$ cat config.mk
export PLATFORM = sky130hd
export DESIGN_NAME = sdiv_search
export DESIGN_NICKNAME = d
export VERILOG_FILES = /design/src/rtl/sdiv_pkg.sv /design/src/rtl/sdiv_divider.sv /design/src/rtl/sdiv_best.sv /design/src/rtl/sdiv_search.sv
export SDC_FILE = /design/constraint.sdc
export NUM_CORES = 1
export LEC_CHECK = 0
export CORE_UTILIZATION = 65
export CTS_BUF_LIST = sky130_fd_sc_hd__clkbuf_4 sky130_fd_sc_hd__clkbuf_8
export CTS_CLUSTER_DIAMETER = 50
export DETAILED_ROUTE_END_ITERATION = 6
export DONT_BUFFER_PORTS = 1
export PLACE_DENSITY = 0.77
export SLEW_MARGIN = 20
export SYNTH_ARGS = -nofsm -noshare
export SYNTH_HDL_FRONTEND = slang
export SYNTH_SLANG_ARGS = --single-unit
$ cat constraint.sdc
create_clock -name clk -period 6.21 [get_ports clk]
set_input_delay 0.3105 -clock clk [delete_from_list [all_inputs] [get_ports clk]]
set_output_delay 0.3105 -clock clk [all_outputs]
set_load 0.03 [all_outputs]
$ cat src/rtl/sdiv_pkg.sv
package sdiv_pkg;
    typedef enum logic [2:0] {
        ST_IDLE  = 3'd0,
        ST_MAXW  = 3'd1,
        ST_MINW  = 3'd2,
        ST_CANDW = 3'd3,
        ST_FIN   = 3'd4
    } sdiv_state_e;
endpackage

$ cat src/rtl/sdiv_divider.sv
module sdiv_divider #(
    parameter int W = 32
) (
    input  logic         clk,
    input  logic         rst_n,
    input  logic         go_i,
    input  logic [W-1:0] num_i,
    input  logic [W-1:0] den_i,
    output logic         done_o,
    output logic [W-1:0] quo_o
);
    localparam int CW = $clog2(W + 1);

    typedef struct packed {
        logic [W-1:0]  rem;
        logic [W-1:0]  quo;
        logic [CW-1:0] cnt;
        logic          busy;
        logic          done;
    } div_t;

    div_t q, d;

    always_comb begin
        logic [W:0] sh;
        logic [W:0] sub;
        d      = q;
        d.done = 1'b0;
        sh     = '0;
        sub    = '0;
        if (!q.busy) begin
            if (go_i) begin
                d.rem  = '0;
                d.quo  = num_i;
                d.cnt  = CW'(W);
                d.busy = 1'b1;
            end
        end else begin
            sh    = {q.rem, q.quo[W-1]};
            d.quo = {q.quo[W-2:0], 1'b0};
            if (sh >= {1'b0, den_i}) begin
                sub      = sh - {1'b0, den_i};
                d.rem    = sub[W-1:0];
                d.quo[0] = 1'b1;
            end else begin
                d.rem = sh[W-1:0];
            end
            d.cnt = q.cnt - CW'(1);
            if (q.cnt == CW'(1)) begin
                d.busy = 1'b0;
                d.done = 1'b1;
            end
        end
    end

    always_ff @(posedge clk) begin
        if (!rst_n) q <= '0;
        else        q <= d;
    end

    assign done_o = q.done;
    assign quo_o  = q.quo;
endmodule

$ cat src/rtl/sdiv_best.sv
module sdiv_best #(
    parameter int RATE_W   = 32,
    parameter int CPSR_W   = 8,
    parameter int SCR_W    = 8,
    parameter int CPSR_MIN = 2
) (
    input  logic              clk,
    input  logic              rst_n,
    input  logic              clr_i,
    input  logic [RATE_W-1:0] target_i,
    input  logic              cand_vld_i,
    input  logic [RATE_W-1:0] cand_freq_i,
    input  logic [CPSR_W-1:0] cand_cpsr_i,
    input  logic [SCR_W-1:0]  cand_scr_i,
    output logic              exact_o,
    output logic [RATE_W-1:0] best_freq_o,
    output logic [CPSR_W-1:0] best_cpsr_o,
    output logic [SCR_W-1:0]  best_scr_o
);
    typedef struct packed {
        logic [RATE_W-1:0] freq;
        logic [CPSR_W-1:0] cpsr;
        logic [SCR_W-1:0]  scr;
    } best_t;

    best_t q, d;
    logic [RATE_W-1:0] dist_new, dist_best;

    function automatic logic [RATE_W-1:0] gap(input logic [RATE_W-1:0] a,
                                              input logic [RATE_W-1:0] b);
        return (a >= b) ? (a - b) : (b - a);
    endfunction

    always_comb begin
        dist_new  = gap(target_i, cand_freq_i);
        dist_best = gap(target_i, q.freq);
        exact_o   = cand_vld_i && (cand_freq_i == target_i);
        d         = q;
        if (clr_i) begin
            d.freq = '0;
            d.cpsr = CPSR_W'(CPSR_MIN);
            d.scr  = '0;
        end else if (cand_vld_i && (dist_new < dist_best)) begin
            d.freq = cand_freq_i;
            d.cpsr = cand_cpsr_i;
            d.scr  = cand_scr_i;
        end
    end

    always_ff @(posedge clk) begin
        if (!rst_n) begin
            q      <= '0;
            q.cpsr <= CPSR_W'(CPSR_MIN);
        end else begin
            q <= d;
        end
    end

    assign best_freq_o = q.freq;
    assign best_cpsr_o = q.cpsr;
    assign best_scr_o  = q.scr;

    // The distance of the kept best never grows while a search runs.
    assert_best_monotone_R4: assert property (@(posedge clk) disable iff (!rst_n)
        !clr_i |=> dist_best <= $past(dist_best));
endmodule

$ cat src/rtl/sdiv_search.sv
module sdiv_search #(
    parameter int RATE_W   = 32,
    parameter int CPSR_W   = 8,
    parameter int SCR_W    = 8,
    parameter int CPSR_MIN = 2,
    parameter int CPSR_MAX = 254,
    parameter int SCR_MAX  = 255
) (
    input  logic              clk,
    input  logic              rst_n,
    input  logic              start_i,
    input  logic [RATE_W-1:0] in_rate_i,
    input  logic [RATE_W-1:0] req_rate_i,
    output logic              done_o,
    output logic              err_o,
    output logic [CPSR_W-1:0] cpsr_o,
    output logic [SCR_W-1:0]  scr_o,
    output logic [RATE_W-1:0] freq_o
);
    import sdiv_pkg::*;

    localparam int DEN_W = CPSR_W + SCR_W + 1;
    localparam int W2    = 2 * RATE_W;

    typedef struct packed {
        sdiv_state_e       st;
        logic [RATE_W-1:0] rate;
        logic [RATE_W-1:0] target;
        logic [RATE_W-1:0] maxf;
        logic [RATE_W-1:0] den;
        logic [CPSR_W-1:0] cpsr;
        logic [SCR_W-1:0]  scr;
        logic              go;
        logic              done;
        logic              err;
        logic [CPSR_W-1:0] cpsr_out;
        logic [SCR_W-1:0]  scr_out;
        logic [RATE_W-1:0] freq_out;
    } ctl_t;

    ctl_t q, d;

    logic              div_done;
    logic [RATE_W-1:0] div_quo;
    logic              cand_vld, clr, exact;
    logic [RATE_W-1:0] best_freq;
    logic [CPSR_W-1:0] best_cpsr;
    logic [SCR_W-1:0]  best_scr;

    function automatic logic [RATE_W-1:0] den_of(input logic [CPSR_W-1:0] c,
                                                 input logic [SCR_W-1:0]  s);
        logic [DEN_W-1:0] p;
        p = DEN_W'(c) * (DEN_W'(s) + DEN_W'(1));
        return RATE_W'(p);
    endfunction

    sdiv_divider #(.W(RATE_W)) u_div (
        .clk    (clk),
        .rst_n  (rst_n),
        .go_i   (q.go),
        .num_i  (q.rate),
        .den_i  (q.den),
        .done_o (div_done),
        .quo_o  (div_quo)
    );

    assign cand_vld = (q.st == ST_CANDW) && div_done;
    assign clr      = (q.st == ST_IDLE) && start_i;

    sdiv_best #(
        .RATE_W   (RATE_W),
        .CPSR_W   (CPSR_W),
        .SCR_W    (SCR_W),
        .CPSR_MIN (CPSR_MIN)
    ) u_best (
        .clk         (clk),
        .rst_n       (rst_n),
        .clr_i       (clr),
        .target_i    (q.target),
        .cand_vld_i  (cand_vld),
        .cand_freq_i (div_quo),
        .cand_cpsr_i (q.cpsr),
        .cand_scr_i  (q.scr),
        .exact_o     (exact),
        .best_freq_o (best_freq),
        .best_cpsr_o (best_cpsr),
        .best_scr_o  (best_scr)
    );

    always_comb begin
        logic [CPSR_W:0] nc;
        d      = q;
        d.go   = 1'b0;
        d.done = 1'b0;
        nc     = {1'b0, q.cpsr} + (CPSR_W+1)'(2);
        case (q.st)
            ST_IDLE: begin
                if (start_i) begin
                    d.rate   = in_rate_i;
                    d.target = req_rate_i;
                    d.den    = den_of(CPSR_W'(CPSR_MIN), '0);
                    d.go     = 1'b1;
                    d.st     = ST_MAXW;
                end
            end
            ST_MAXW: begin
                if (div_done) begin
                    d.maxf = div_quo;
                    d.den  = den_of(CPSR_W'(CPSR_MAX), SCR_W'(SCR_MAX));
                    d.go   = 1'b1;
                    d.st   = ST_MINW;
                end
            end
            ST_MINW: begin
                if (div_done) begin
                    if ((q.target > q.maxf) || (q.target < div_quo)) begin
                        d.err      = 1'b1;
                        d.cpsr_out = CPSR_W'(CPSR_MIN);
                        d.scr_out  = '0;
                        d.freq_out = '0;
                        d.done     = 1'b1;
                        d.st       = ST_IDLE;
                    end else begin
                        d.cpsr = CPSR_W'(CPSR_MIN);
                        d.scr  = '0;
                        d.den  = den_of(CPSR_W'(CPSR_MIN), '0);
                        d.go   = 1'b1;
                        d.st   = ST_CANDW;
                    end
                end
            end
            ST_CANDW: begin
                if (div_done) begin
                    if (exact) begin
                        d.st = ST_FIN;
                    end else if (q.scr == SCR_W'(SCR_MAX)) begin
                        if (nc > (CPSR_W+1)'(CPSR_MAX)) begin
                            d.st = ST_FIN;
                        end else begin
                            d.cpsr = nc[CPSR_W-1:0];
                            d.scr  = '0;
                            d.den  = den_of(nc[CPSR_W-1:0], '0);
                            d.go   = 1'b1;
                        end
                    end else begin
                        d.scr = q.scr + SCR_W'(1);
                        d.den = den_of(q.cpsr, q.scr + SCR_W'(1));
                        d.go  = 1'b1;
                    end
                end
            end
            ST_FIN: begin
                d.err      = 1'b0;
                d.cpsr_out = best_cpsr;
                d.scr_out  = best_scr;
                d.freq_out = best_freq;
                d.done     = 1'b1;
                d.st       = ST_IDLE;
            end
            default: d.st = ST_IDLE;
        endcase
    end

    always_ff @(posedge clk) begin
        if (!rst_n) begin
            q          <= '0;
            q.cpsr_out <= CPSR_W'(CPSR_MIN);
        end else begin
            q <= d;
        end
    end

    assign done_o = q.done;
    assign err_o  = q.err;
    assign cpsr_o = q.cpsr_out;
    assign scr_o  = q.scr_out;
    assign freq_o = q.freq_out;

    // Assertion-only products for quotient bracketing.
    logic [W2-1:0] qd_prod, out_prod;
    assign qd_prod  = W2'(div_quo) * W2'(q.den);
    assign out_prod = W2'(freq_o) * W2'(den_of(cpsr_o, scr_o));

    assert_quotient_R1: assert property (@(posedge clk) disable iff (!rst_n)
        div_done |-> (qd_prod <= W2'(q.rate)) && (qd_prod + W2'(q.den) > W2'(q.rate)));

    assert_reject_values_R2: assert property (@(posedge clk) disable iff (!rst_n)
        (done_o && err_o) |-> (cpsr_o == CPSR_W'(CPSR_MIN)) && (scr_o == '0) && (freq_o == '0));

    assert_result_freq_R6: assert property (@(posedge clk) disable iff (!rst_n)
        (done_o && !err_o) |-> out_prod <= W2'(q.rate));

    assert_done_pulse_R7: assert property (@(posedge clk) disable iff (!rst_n)
        done_o |=> !done_o);

    assert_outputs_hold_R7: assert property (@(posedge clk) disable iff (!rst_n)
        !done_o |-> $stable({err_o, cpsr_o, scr_o, freq_o}));

    assert_busy_ignore_R8: assert property (@(posedge clk) disable iff (!rst_n)
        (q.st != ST_IDLE && start_i) |=> $stable({q.rate, q.target}));

    assert_cpsr_even_R10: assert property (@(posedge clk) disable iff (!rst_n)
        done_o |-> !cpsr_o[0] && (cpsr_o >= CPSR_W'(CPSR_MIN)) && (cpsr_o <= CPSR_W'(CPSR_MAX)));
endmodule

# Word-level counts from Yosys, hierarchy flattened
# Index checks and enable logic that the tools add are counted.
# word_totals
register_bits	318
input_bits	67
output_inout_bits	50
wordCells	110
# classes
n_addsub	9
multipliers	1
n_lt_le_gt_ge	7
n_eq_ne	19
muxes	33
bitwise	1
n_reduce_logical	19
# ops
op	n
$mux W49	4
$mux W32	6
$sub A32 B32 Y32	5
$mux W71	2
$pmux W32 S4	1
$pmux W50 S2	1
$mux W99	1
$mux W67	1
$ge A32 B32 Y1	2
$lt A32 B32 Y1	2
$mux W50	1
$ge A33 B32 Y1	1
$eq A32 B32 Y1	1
$gt A32 B32 Y1	1
$pmux W16 S2	1
$mux W3	6
$mul A8 B9 Y17	1
$pmux W3 S4	1
$reduce_and A6 Y1	2
$ne A2 B2 Y1 const B	5
$add A8 B1 Y9 const B	1
$add A8 B2 Y9 const B	1
$gt A9 B8 Y1 const B	1
$mux W9	1
other kinds (25)	40

# Depth between registers and ports, before layout
# Gate-level depths: netlist (run 1).
# logic_depth
word_depth	7
depth_mapped	28
ltp_nobuf	25

# By module
# Synthesis (run 1) repeated with hierarchy kept, for this count alone.
# hier_totals
cells_unflattened	3243
area_unflattened_um2	25847.3
# by_module_without_submodules
mod	n_inst	cells_each	area_per_inst_um2	seq_area_each_um2
sdiv_search	1	1361	11283.3	3643.5
sdiv_best	1	1246	9268.9	960.9
sdiv_divider	1	636	5295.1	1441.4

# Worst setup path after synthesis (run 1)
# Ideal clock, no wire load.
# synth_path
kind	register to register
from	register q[51] (netlist bit)
to	register q[83] (netlist bit)
t_arrival_ps	5572
t_required_ps	6080
slack_ps	508
path_stages_with_launch	24
path_buffers	1
synth_period_minus_slack_ps	5702
path_cell_list	dfxtp_1 -> clkbuf_1 -> inv_1 -> ha_1 -> nor3_1 -> nand3_1 -> xnor2_1 -> nand2_1 -> fa_1 -> inv_1 -> fa_1 -> fa_1 -> inv_1 -> fa_1 -> inv_1 -> ha_1 -> a21o_1 -> a31o_2 -> a211oi_1 -> o21bai_1 -> a21oi_1 -> o21ai_0 -> xnor2_1 -> o22ai_1
# synth_between
elab_chain_cells	7
# synth_rtl
item	line	rtl
start, declared	sdiv_search.sv:41	ctl_t q, d;
$add A8 B1 Y8	sdiv_search.sv:147	d.den = den_of(q.cpsr, q.scr + SCR_W'(1));
$add A8 B1 Y9	sdiv_search.sv:53	p = DEN_W'(c) * (DEN_W'(s) + DEN_W'(1));
$mul A8 B9 Y17	sdiv_search.sv:53	
$mux W32	sdiv_search.sv:136	end else if (q.scr == SCR_W'(SCR_MAX)) begin
$mux W49	sdiv_search.sv:134	if (exact) begin
$mux W49	sdiv_search.sv:133	if (div_done) begin
$pmux W32 S4	sdiv_search.sv:96	case (q.st)
# Several ways; a longest one is shown, not always the timed one. The select of a mux whose other input is x is not followed.
# A chain may end at the register's enable or synchronous reset.

# Worst setup path in the final report (run 1)
# layout_path
from	register q[136] (netlist bit)
to	register u_best.q (netlist bit u_best.best_cpsr_o[1])
# layout_between
elab_chain_cells	4
# layout_rtl
item	line	rtl
$sub A32 B32 Y32 / $ge A32 B32 Y1 (equally long branches)	sdiv_best.sv:31	return (a >= b) ? (a - b) : (b - a);
$mux W32	sdiv_best.sv:31	
$lt A32 B32 Y1 *	sdiv_best.sv:43	end else if (cand_vld_i && (dist_new < dist_best)) begin
$logic_and A1 B1 Y1 *	sdiv_best.sv:43	
end, declared	sdiv_best.sv:26	best_t q, d;
# Mark *: on every way between the ends. The rest lies on a longest branch, timed or not.

==> results of run 1 <==
==> timing repair <==
| item | CTS | global route |
|---|---|---|
| hold buffers | 67 | 0 |
| gates resized for setup | 0 | 18 |
| setup endpoints to repair | 0 | 53 |
| endpoints found under the hold margin | 233 | 0 |
| setup buffers | 0 | 3 |
==> state kept, by name, indices dropped and copies added (netlist names) <==
| signal | flops |
|---|---|
| scr_o | 8 |
| u_div.quo_o | 32 |
| u_div.q | 39 |
| u_best.best_scr_o | 8 |
| q | 132 |
| cpsr_o | 8 |
| u_best.best_cpsr_o | 7 |
| freq_o | 32 |
| done_o | 1 |
| err_o | 1 |
| u_div.done_o | 1 |
| u_best.best_freq_o | 32 |
==> layer usage <==
| layer | part of all wire, % | routed length (um) | up-vias | track usage [%] |
|---|---|---|---|---|
| li1 | - | - | 10438 | - |
| met4 | 3.4 | 2370 | 0 | 14.2 |
| met3 | 8.3 | 5860 | 165 | 5.72 |
| met2 | 46 | 32400 | 968 | 61.9 |
| met1 | 43 | 30100 | 10472 | 49.1 |
| met5 | 0 | 0 | - | 0 |
==> through the flow <==
stage / utilization [%] / worst slack, ps / area, um^2
floorplan: - / 508 / 23800
global placement: 66.6 / 348 / 23900
detailed placement: 66.6 / 141 / 23900
CTS: 71.7 / 20.0 / 25700
global route: 72.0 / 4.71 / 25800
finish: 72.0 / 319 / 25800
==> cell families after synthesis <==
| logic type | after synthesis | share of synthesized area [%] |
|---|---|---|
| other | 2 | 0.0315 |
| AOI/OAI and AO/OA | 859 | 23.9 |
| buffers and inverters | 473 | 8.40 |
| xor gates and xnor gates | 109 | 4.01 |
| and+or+nand+nor | 943 | 18.0 |
| muxes | 80 | 3.37 |
| adders and majority gates | 297 | 17.0 |
| DFF | 301 | 25.3 |
==> final timing paths <==
path | from | to | depth (start not counted)
worst min-delay path | rst_n | u_div.q[55] | 3
worst max-delay path | q[136] | u_best.best_cpsr_o[1] | 22
worst min register to register | q[67] | q[67] | 2
worst max register to register | q[136] | u_best.best_cpsr_o[1] | 22
==> where the power goes <==
part | total, uW | leakage (uW) | internal, uW | switching [uW]
Clock | 1980 | 0.000599 | 1110 | 868
Combinational | 4990 | 0.00807 | 2000 | 2990
Sequential | 2250 | 0.00244 | 2070 | 174
Total | 9220 | 0.0111 | 5190 | 4030
==> Yosys cell counts, drive strengths merged (39+ instances only) <==
cell / number / area, um^2
o211ai: 51 / 388
buf: 88 / 557
inv: 243 / 912
a21o: 79 / 593
nor2: 164 / 616
fa: 46 / 921
a21boi: 148 / 1110
clkbuf: 141 / 529
and2: 44 / 275
xnor2: 70 / 613
mux2i: 78 / 781
a21oi: 230 / 1150
o21ai: 151 / 756
ha: 251 / 3140
dfxtp: 301 / 6030
nand2: 455 / 1710
xor2: 39 / 342
nand3: 93 / 465
==> cell type report <==
type	instances	area share [%]
antenna	3	0.0291
clock buffer	81	3.88
clock inverter	13	0.519
inverter	244	3.55
multi-input combinational	2295	61.7
sequential	301	23.4
tap	461	2.24
timing repair buffer	128	4.65
==> worst register-to-register path, stage by stage, from the launching register on <==
cell	delay, ps
dfxtp_1	470
inv_1	140
ha_2	390
a2111oi_2	330
o31ai_1	170
a221o_1	410
a22o_1	290
nor3_4	280
buf_4	190
buf_4	110
mux2i_1	330
o221ai_1	220
xnor2_1	300
ha_1	300
and4_1	260
o311ai_0	250
o2111ai_1	250
nand3_1	140
o21ai_1	110
a31oi_4	270
buf_12	230
mux2i_1	220
nand3_1	90
==> impl_metrics.py, run 1 <==
metrics = {
    "logic_synthesis": {
        "synth-seq-area-share_pct": 25.3,
        "synth_area_per_cell_um2": 7.78,
        "syn_area_um2": 23800,
        "ys_warn_count": 0,
        "postSynthRegisterBits": 301,
        "syn_inst": 3064,
        "synth_edf_count": 0,
        "synth_cell_types": 82,
        "synth_top_flop_cell": "dfxtp_1",
        "async_flop_share_pct": 0,
    },
    "layout": {
        "fill_cells": 2845,
        "layout.nets": 3387,
        "syn_to_final_growth_pct": 8.29,
        "fin_cells": 3526,
        "layout_common_cells": "454 x nand2_1, 297 x dfxtp_1, 250 x ha_1",
        "final_common_cell": "nand2_1",
        "final_layout_size_suffix_gt1_share_pct": 6.53,
        "seq_area_um2": 6030,
        "multi_input_area_um2": 15900,
    },
    "worst_setup_path": {
        "r2r_slack_ps": 320,
        "path_cells": "inv_1 > ha_2 > a2111oi_2 > o31ai_1 > a221o_1 > a22o_1 > nor3_4 > buf_4 > buf_4 > mux2i_1 > o221ai_1 > xnor2_1 > ha_1 > and4_1 > o311ai_0 > o2111ai_1 > nand3_1 > o21ai_1 > a31oi_4 > buf_12 > mux2i_1 > nand3_1",
        "slowest_stage": "dfxtp_1",
        "critPathKind": "flip-flop to flip-flop",
        "critPathBufInv": 4,
        "crit_path_end_kind": "flip-flop",
        "path_max_fanout": 17,
        "critPathLaunchType": "flip-flop",
        "arrival_ps": 6380,
        "required_ps": 6690,
        "slowest_delay_ps": 470,
        "crit_family": "compound AO/OA/AOI/OAI gates",
    },
    "floorplanning": {
        "io_pins": 117,
        "fp.dieH_um": 193,
        "rows": 69,
        "die_w_um": 193,
        "start_util_pct": 66.5,
        "die_area_um2": 37400,
        "core-area_um2": 35800,
    },
    "timing": {
        "hold_viol": 0,
        "timing.hold.ws_ps": 174,
        "tightest_slew_ps": 1090,
        "relSlewSlack_pct": 27.3,
        "rsz0062_at_grt": "no",
        "post-route-min-period_ps": 5890,
        "fin_setup_tns_ps": 0,
        "report.final.slew_viol_count": 0,
        "finalCritPeriodShare_pct": 94.9,
        "fin_skew_ps": 37.5,
        "max_freq_mhz": 170,
        "setup_viol": 0,
    },
    "routing": {
        "via_count": 22043,
        "wl_per_cell_um": 20.1,
        "drt-total-wl_um": 70700,
        "ant_nets": 0,
        "drc": 12,
        "drt-initial-drc-count": 2015,
        "viasPerCell": 6.25,
        "drtPass1Iterations": 7,
    },
    "place": {
        "numPlacedInstances": 3359,
        "portBuffers": 0,
        "gp_congestion": 0.980,
        "place_hpwl_um": 52000,
    },
    "power": {
        "power_density_nw_per_um2": 357,
        "power.total_uw": 9220,
        "ir_drop_mv": 0.858,
        "p_leak_uw": 0.0111,
    },
    "clock_tree": {
        "root_buffer": "clkbuf_8",
        "cts-buffers-inserted": 53,
        "clkTransAtPathRegs_ps": 60,
        "cts.sinks": 301,
        "insertion_delay_ps": 660,
        "cts_tree": "yes",
        "clockBufferDepth": 3,
        "h-tree-depth": 2,
    },
    "global_routing": {
        "grt_usage_pct": 37.4,
        "gr-total-overflow": 0,
        "grt_max_degree": 243,
        "grt_pass1_wl_um": 113000,
        "grt_antenna_before_repair": 3,
        "first_global_vias": 21321,
    },
    "min_path": {
        "hold_path_class": "primary input to flip-flop",
    },
    "status": {
        "violations": "design-rule violations",
        "outcome": "finished, violations left",
    },
    "flow_run": {
        "maxCapViolations": 0,
    },
}
No activity file was read; power rests on OpenSTA's default activity.
==> run 2, diff against run 1 <==
Settings changed: CORE_UTILIZATION 65 to 55, PLACE_DENSITY 0.77 to 0.66.
==> impl_metrics.py, run 2 (synthesized netlist as in run 1, its figures left out) <==
metrics = {
    "worst_setup_path": {
        "r2r_cells": 23,
        "required_ps": 6820,
        "r2r_slack_ps": 320,
        "critPathBufInv": 3,
        "cp_common_cell": "fa_1",
        "rr_startpoint": "q[51]",
        "slowest_stage": "fa_1",
        "critPathLaunchType": "flip-flop",
        "crit_family": "adder cells",
        "path_cells": "ha_2 > nand3_1 > xor2_2 > nor2_1 > nand2_1 > xor2_1 > buf_4 > and2_1 > fa_1 > fa_1 > fa_1 > inv_1 > fa_1 > inv_1 > ha_1 > a21oi_2 > o21ai_0 > a311o_1 > a21o_1 > a21oi_1 > xnor2_1 > a21oi_1 > a21oi_1",
        "r2r-end": "q[82]",
        "critPathKind": "flip-flop to flip-flop",
        "path_max_fanout": 10,
        "arrival_ps": 6500,
        "crit_path_end_kind": "flip-flop",
        "slowest_delay_ps": 550,
    },
    "layout": {
        "final_layout_size_suffix_gt1_share_pct": 7.35,
        "syn_to_final_growth_pct": 10.3,
        "layout_common_cells": "453 x nand2_1, 297 x dfxtp_1, 250 x ha_1",
        "largest-register": "q",
        "layout.nets": 3408,
        "reg.largest.list": "q (132), u_div.q (39)",
        "final_common_cell": "nand2_1",
        "largest_reg_flops": 132,
    },
    "timing": {
        "fin_setup_tns_ps": 0,
        "hold_viol": 0,
        "report.final.slew_viol_count": 0,
        "timing.hold.ws_ps": 156,
        "rsz0062_at_grt": "no",
        "post-route-min-period_ps": 5890,
        "relSlewSlack_pct": 27.0,
        "fin_skew_ps": 64.6,
        "finalCritPeriodShare_pct": 94.8,
        "setup_viol": 0,
        "tightest_slew_ps": 1090,
        "max_freq_mhz": 170,
    },
    "clock_tree": {
        "clockBufferDepth": 3,
        "clkTransAtPathRegs_ps": 60,
        "h-tree-depth": 2,
        "cts_tree": "yes",
        "cts.sinks": 301,
        "root_buffer": "clkbuf_8",
        "cts-buffers-inserted": 55,
        "insertion_delay_ps": 690,
    },
    "global_routing": {
        "met3_usage_pct": 6.35,
        "gr-total-overflow": 0,
        "grt_max_degree": 243,
        "grt_pass1_wl_um": 116000,
        "grt_usage_pct": 33.5,
        "grt_antenna_before_repair": 7,
        "use_met2_pct": 53.6,
        "first_global_vias": 20970,
        "grtUsageMet1_pct": 45.0,
        "grt.busiest_layer": "met2",
    },
    "floorplanning": {
        "core-area_um2": 42300,
        "io_pins": 117,
        "die_w_um": 210,
        "die_area_um2": 44200,
        "start_util_pct": 56.3,
        "fp.dieH_um": 210,
        "rows": 75,
    },
    "place": {
        "portBuffers": 0,
        "place_hpwl_um": 54600,
        "gp_congestion": 0.986,
    },
    "min_path": {
        "min_from": "rst_n",
        "worstHoldEndpoint": "q[67]",
        "hold_path_class": "primary input to flip-flop",
        "min_path_cells": 3,
    },
    "power": {
        "swShare_pct": 42.9,
        "p_leak_uw": 0.0113,
        "power_density_nw_per_um2": 361,
        "p_switching_uw": 4070,
        "pwr-share-comb_pct": 52.7,
        "ir_drop_mv": 0.835,
        "power_frac_clock_pct": 23.8,
        "power_frac_seq_pct": 23.5,
        "power.internal_uw": 5430,
    },
    "routing": {
        "via_count": 21642,
        "drtPass1Iterations": 6,
        "ant_nets": 0,
        "viasPerCell": 5.89,
        "drt-total-wl_um": 74500,
        "drt-initial-drc-count": 1808,
        "wl_per_cell_um": 20.3,
        "drc": 0,
    },
    "flow_run": {
        "maxCapViolations": 0,
    },
    "status": {
        "outcome": "complete, no violations",
    },
}
-- run 2: changes by cell type in the layout (fill, tap and decap cells not counted), moves of 2 or more --
cell,change
bufinv_16,+4
clkbuf_4,-3
clkinv_2,+2
diode_2,+2
clkbuf_8,+5
buf_4,+18
-- run 2: worst min-delay path: stages --
cell     delay [ps]
buf_16          260
nand2_1         180
nor2_1           30
-- run 2: layout make-up --
type                    count  area (um^2)
clock inverters            20          273
multi-input cells        2295        15900
fillers                  3825        16000
clock buffers              83         1050
well taps                 577          722
flip-flops and latches    301         6030
inverters                 244          916
repair buffers            147         1350
diodes                      5         12.5
-- run 2: power by group through the flow --
stage	Sequential, uW	Combinational [uW]	Clock [uW]
finish	2230	5000	2260
global route	2250	5500	2390
CTS	2230	4910	2300
detailed placement	2270	4810	0
global placement	2260	4760	0
floorplan	2220	3730	0
-- run 2: repair_timing --
| action | in CTS | in global routing |
|---|---|---|
| setup buffers | 0 | 5 |
| endpoints found under the setup margin | 0 | 51 |
| hold endpoints to repair | 233 | 0 |
| resized for setup | 0 | 15 |
| hold buffers | 67 | 0 |
-- run 2: layer usage --
metal	routed length (um)	part of all wire [%]	up-vias
li1	-	-	10465
met1	32700	44	10281
met2	33300	45	750
met3	5900	7.9	142
met4	2490	3.3	4
met5	27	0.036	-
-- run 2: per-stage QoR --
step	setup slack (ps)	total power, uW	cells	cell area (um^2)	utilization [%]
after CTS	222	9440	3661	26100	61.7
after global placement	427	7020	3491	24100	57.0
final	324	9500	3672	26300	62.1
after global routing	7.92	10100	3671	26300	62.1
after floorplan	508	5950	3069	23800	-
after detailed placement	261	7080	3491	24100	57.0
-- run 2: worst max-delay path by stage --
stage	from	endpoint	cells past startpoint
finish	q[51]	q[82]	23
global placement	q[51]	q[83]	22
detailed placement	q[51]	q[83]	21
global route	q[51]	q[82]	23
CTS	q[51]	q[83]	22
floorplan	q[51]	q[83]	23
==> run 3, diff against run 2 <==
Settings changed: CORE_UTILIZATION 55 to 60, PLACE_DENSITY 0.66 to 0.72.
==> impl_metrics.py, run 3 (synthesized netlist as in run 1, its figures left out) <==
metrics = {
    "routing": {
        "drt-initial-drc-count": 1632,
        "viasPerCell": 6.04,
        "wl_per_cell_um": 20.2,
        "ant_nets": 0,
        "drt-total-wl_um": 72600,
        "via_count": 21774,
        "drc": 0,
        "drtPass1Iterations": 6,
    },
    "timing": {
        "fin_skew_ps": 61.4,
        "report.final.slew_viol_count": 0,
        "max_freq_mhz": 169,
        "relSlewSlack_pct": 26.4,
        "post-route-min-period_ps": 5910,
        "tightest_slew_ps": 1100,
        "finalCritPeriodShare_pct": 95.1,
        "setup_ws_ps": 302,
        "setup_viol": 0,
        "hold_viol": 0,
    },
    "worst_setup_path": {
        "required_ps": 6810,
        "crit_path_end_kind": "flip-flop",
        "arrival_ps": 6510,
        "cp_common_cell": "a21oi_1",
        "cp.depth": 22,
        "slowest_delay_ps": 550,
        "critPathKind": "flip-flop to flip-flop",
        "path_cells": "inv_1 > ha_1 > nor3_1 > nand3_1 > a21oi_1 > xnor2_2 > nor2b_1 > fa_1 > fa_1 > fa_1 > inv_1 > fa_1 > inv_1 > ha_1 > a21oi_1 > o21ai_0 > a311o_1 > a21o_1 > a21oi_1 > xnor2_1 > a21oi_1 > a21oi_1",
        "critPathLaunchType": "flip-flop",
        "crit_family": "adder cells",
        "r2r_cells": 22,
        "rr_startpoint": "q[51]",
        "critPathBufInv": 3,
        "slowest_stage": "fa_1",
        "r2r-end": "q[82]",
        "path_max_fanout": 8,
        "r2r_slack_ps": 300,
    },
    "layout": {
        "final_common_cell": "nand2_1",
        "reg.largest.list": "q (132), u_div.q (39)",
        "syn_to_final_growth_pct": 9.40,
        "final_core_util_pct": 67.0,
        "layout_common_cells": "453 x nand2_1, 297 x dfxtp_1, 251 x ha_1",
        "final_layout_size_suffix_gt1_share_pct": 7.08,
        "largest-register": "q",
        "layout.nets": 3406,
        "fill_cells": 3440,
        "largest_reg_flops": 132,
    },
    "place": {
        "dp_slack_ps": 31.7,
        "gp_congestion": 1.02,
        "portBuffers": 0,
        "place_hpwl_um": 53300,
    },
    "global_routing": {
        "grt_usage_pct": 35.5,
        "gr-total-overflow": 0,
        "first_global_vias": 21498,
        "grt_max_degree": 244,
        "grt_antenna_before_repair": 5,
        "grt_pass1_wl_um": 116000,
    },
    "min_path": {
        "min_from": "rst_n",
        "hold_path_class": "primary input to flip-flop",
        "min_path_cells": 3,
        "worstHoldEndpoint": "u_div.q[55]",
    },
    "floorplanning": {
        "die_w_um": 201,
        "start_util_pct": 61.2,
        "fp.dieH_um": 201,
        "die_area_um2": 40500,
        "rows": 72,
        "io_pins": 117,
        "core-area_um2": 38900,
    },
    "clock_tree": {
        "cts_tree": "yes",
        "h-tree-depth": 2,
        "cts.sinks": 301,
        "clkTransAtPathRegs_ps": 70,
        "clockBufferDepth": 3,
        "insertion_delay_ps": 690,
        "cts-buffers-inserted": 53,
        "root_buffer": "clkbuf_8",
    },
    "power": {
        "p_switching_uw": 4080,
        "power_density_nw_per_um2": 358,
        "power_frac_clock_pct": 22.0,
        "power_frac_seq_pct": 23.9,
        "p_leak_uw": 0.0112,
        "power.internal_uw": 5250,
        "pwr-share-comb_pct": 54.0,
        "swShare_pct": 43.7,
        "ir_drop_mv": 0.682,
    },
    "flow_run": {
        "maxCapViolations": 0,
    },
    "status": {
        "outcome": "complete, no violations",
    },
}
==> run 3: cell types whose count changed in the layout (fill, tap and decap cells not counted), moves of 2 or more <==
cell,change
a21oi_2,-2
buf_6,-2
o21ai_0,+2
diode_2,-2
o21ai_1,-2
bufinv_16,-3
clkbuf_8,-4
a21oi_1,+2
==> run 3: power by group through the flow <==
stage | logic, uW | clock network [uW] | registers (uW)
final | 5040 | 2050 | 2230
after global routing | 5560 | 2170 | 2250
after CTS | 4920 | 2080 | 2230
after detailed placement | 4820 | 0 | 2270
after global placement | 4740 | 0 | 2260
after floorplan | 3730 | 0 | 2220
==> run 3: layout make-up <==
type | instances | area (um^2) | share of cell area, %
multi-input combinational | 2296 | 15900 | 61.1
sequential | 301 | 6030 | 23.1
timing repair buffer | 146 | 1350 | 5.17
clock buffer | 78 | 986 | 3.78
inverter | 244 | 917 | 3.52
tap | 518 | 648 | 2.49
clock inverter | 16 | 189 | 0.725
antenna | 3 | 7.51 | 0.0288
==> run 3: how the worst max path moves through the flow <==
| stage | start | endpoint | slack, ps |
|---|---|---|---|
| 4_1_cts | q[52] | q[82] | 30 |
| 3_3_place_gp | q[52] | q[80] | 180 |
| 6_report | q[51] | q[82] | 300 |
| 5_1_grt | q[51] | q[80] | -30 |
| 3_5_place_dp | q[52] | q[82] | 30 |
| 2_1_floorplan | q[51] | q[83] | 510 |
==> run 3: worst min-delay path, cell delays in order <==
cell     delay, ps
and2_1         250
nand3_1        130
nand3_1         70
==> run 3: what timing repair did <==
action,in CTS,in global routing
cloned,1,1
hold buffers,66,0
endpoints found under the hold margin,233,0
setup buffers,0,7
endpoints found under the setup margin,4,52
gates resized for setup,0,13
pin swaps,1,2
==> run 3: layer usage <==
| metal | share of wire (%) | routed length [um] | track usage, % | vias up |
|---|---|---|---|---|
| li1 | - | - | - | 10483 |
| met1 | 44 | 31700 | 47.0 | 10372 |
| met2 | 46 | 33500 | 58.1 | 775 |
| met3 | 7.0 | 5070 | 5.67 | 140 |
| met4 | 3.2 | 2310 | 13.3 | 4 |
| met5 | 0.030 | 22 | 0 | - |
==> run 3: stage by stage <==
| step | instances | instance area, um^2 | hold WS [ps] | TNS, ps | power, uW |
|---|---|---|---|---|---|
| after global routing | 3601 | 26100 | 142 | -48.8 | 9980 |
| after CTS | 3591 | 25900 | 111 | 0 | 9230 |
| after global placement | 3430 | 24000 | 419 | 0 | 7000 |
| after detailed placement | 3430 | 24000 | 435 | 0 | 7090 |
| final | 3602 | 26100 | 138 | 0 | 9330 |
| after floorplan | 3069 | 23800 | 414 | 0 | 5950 |
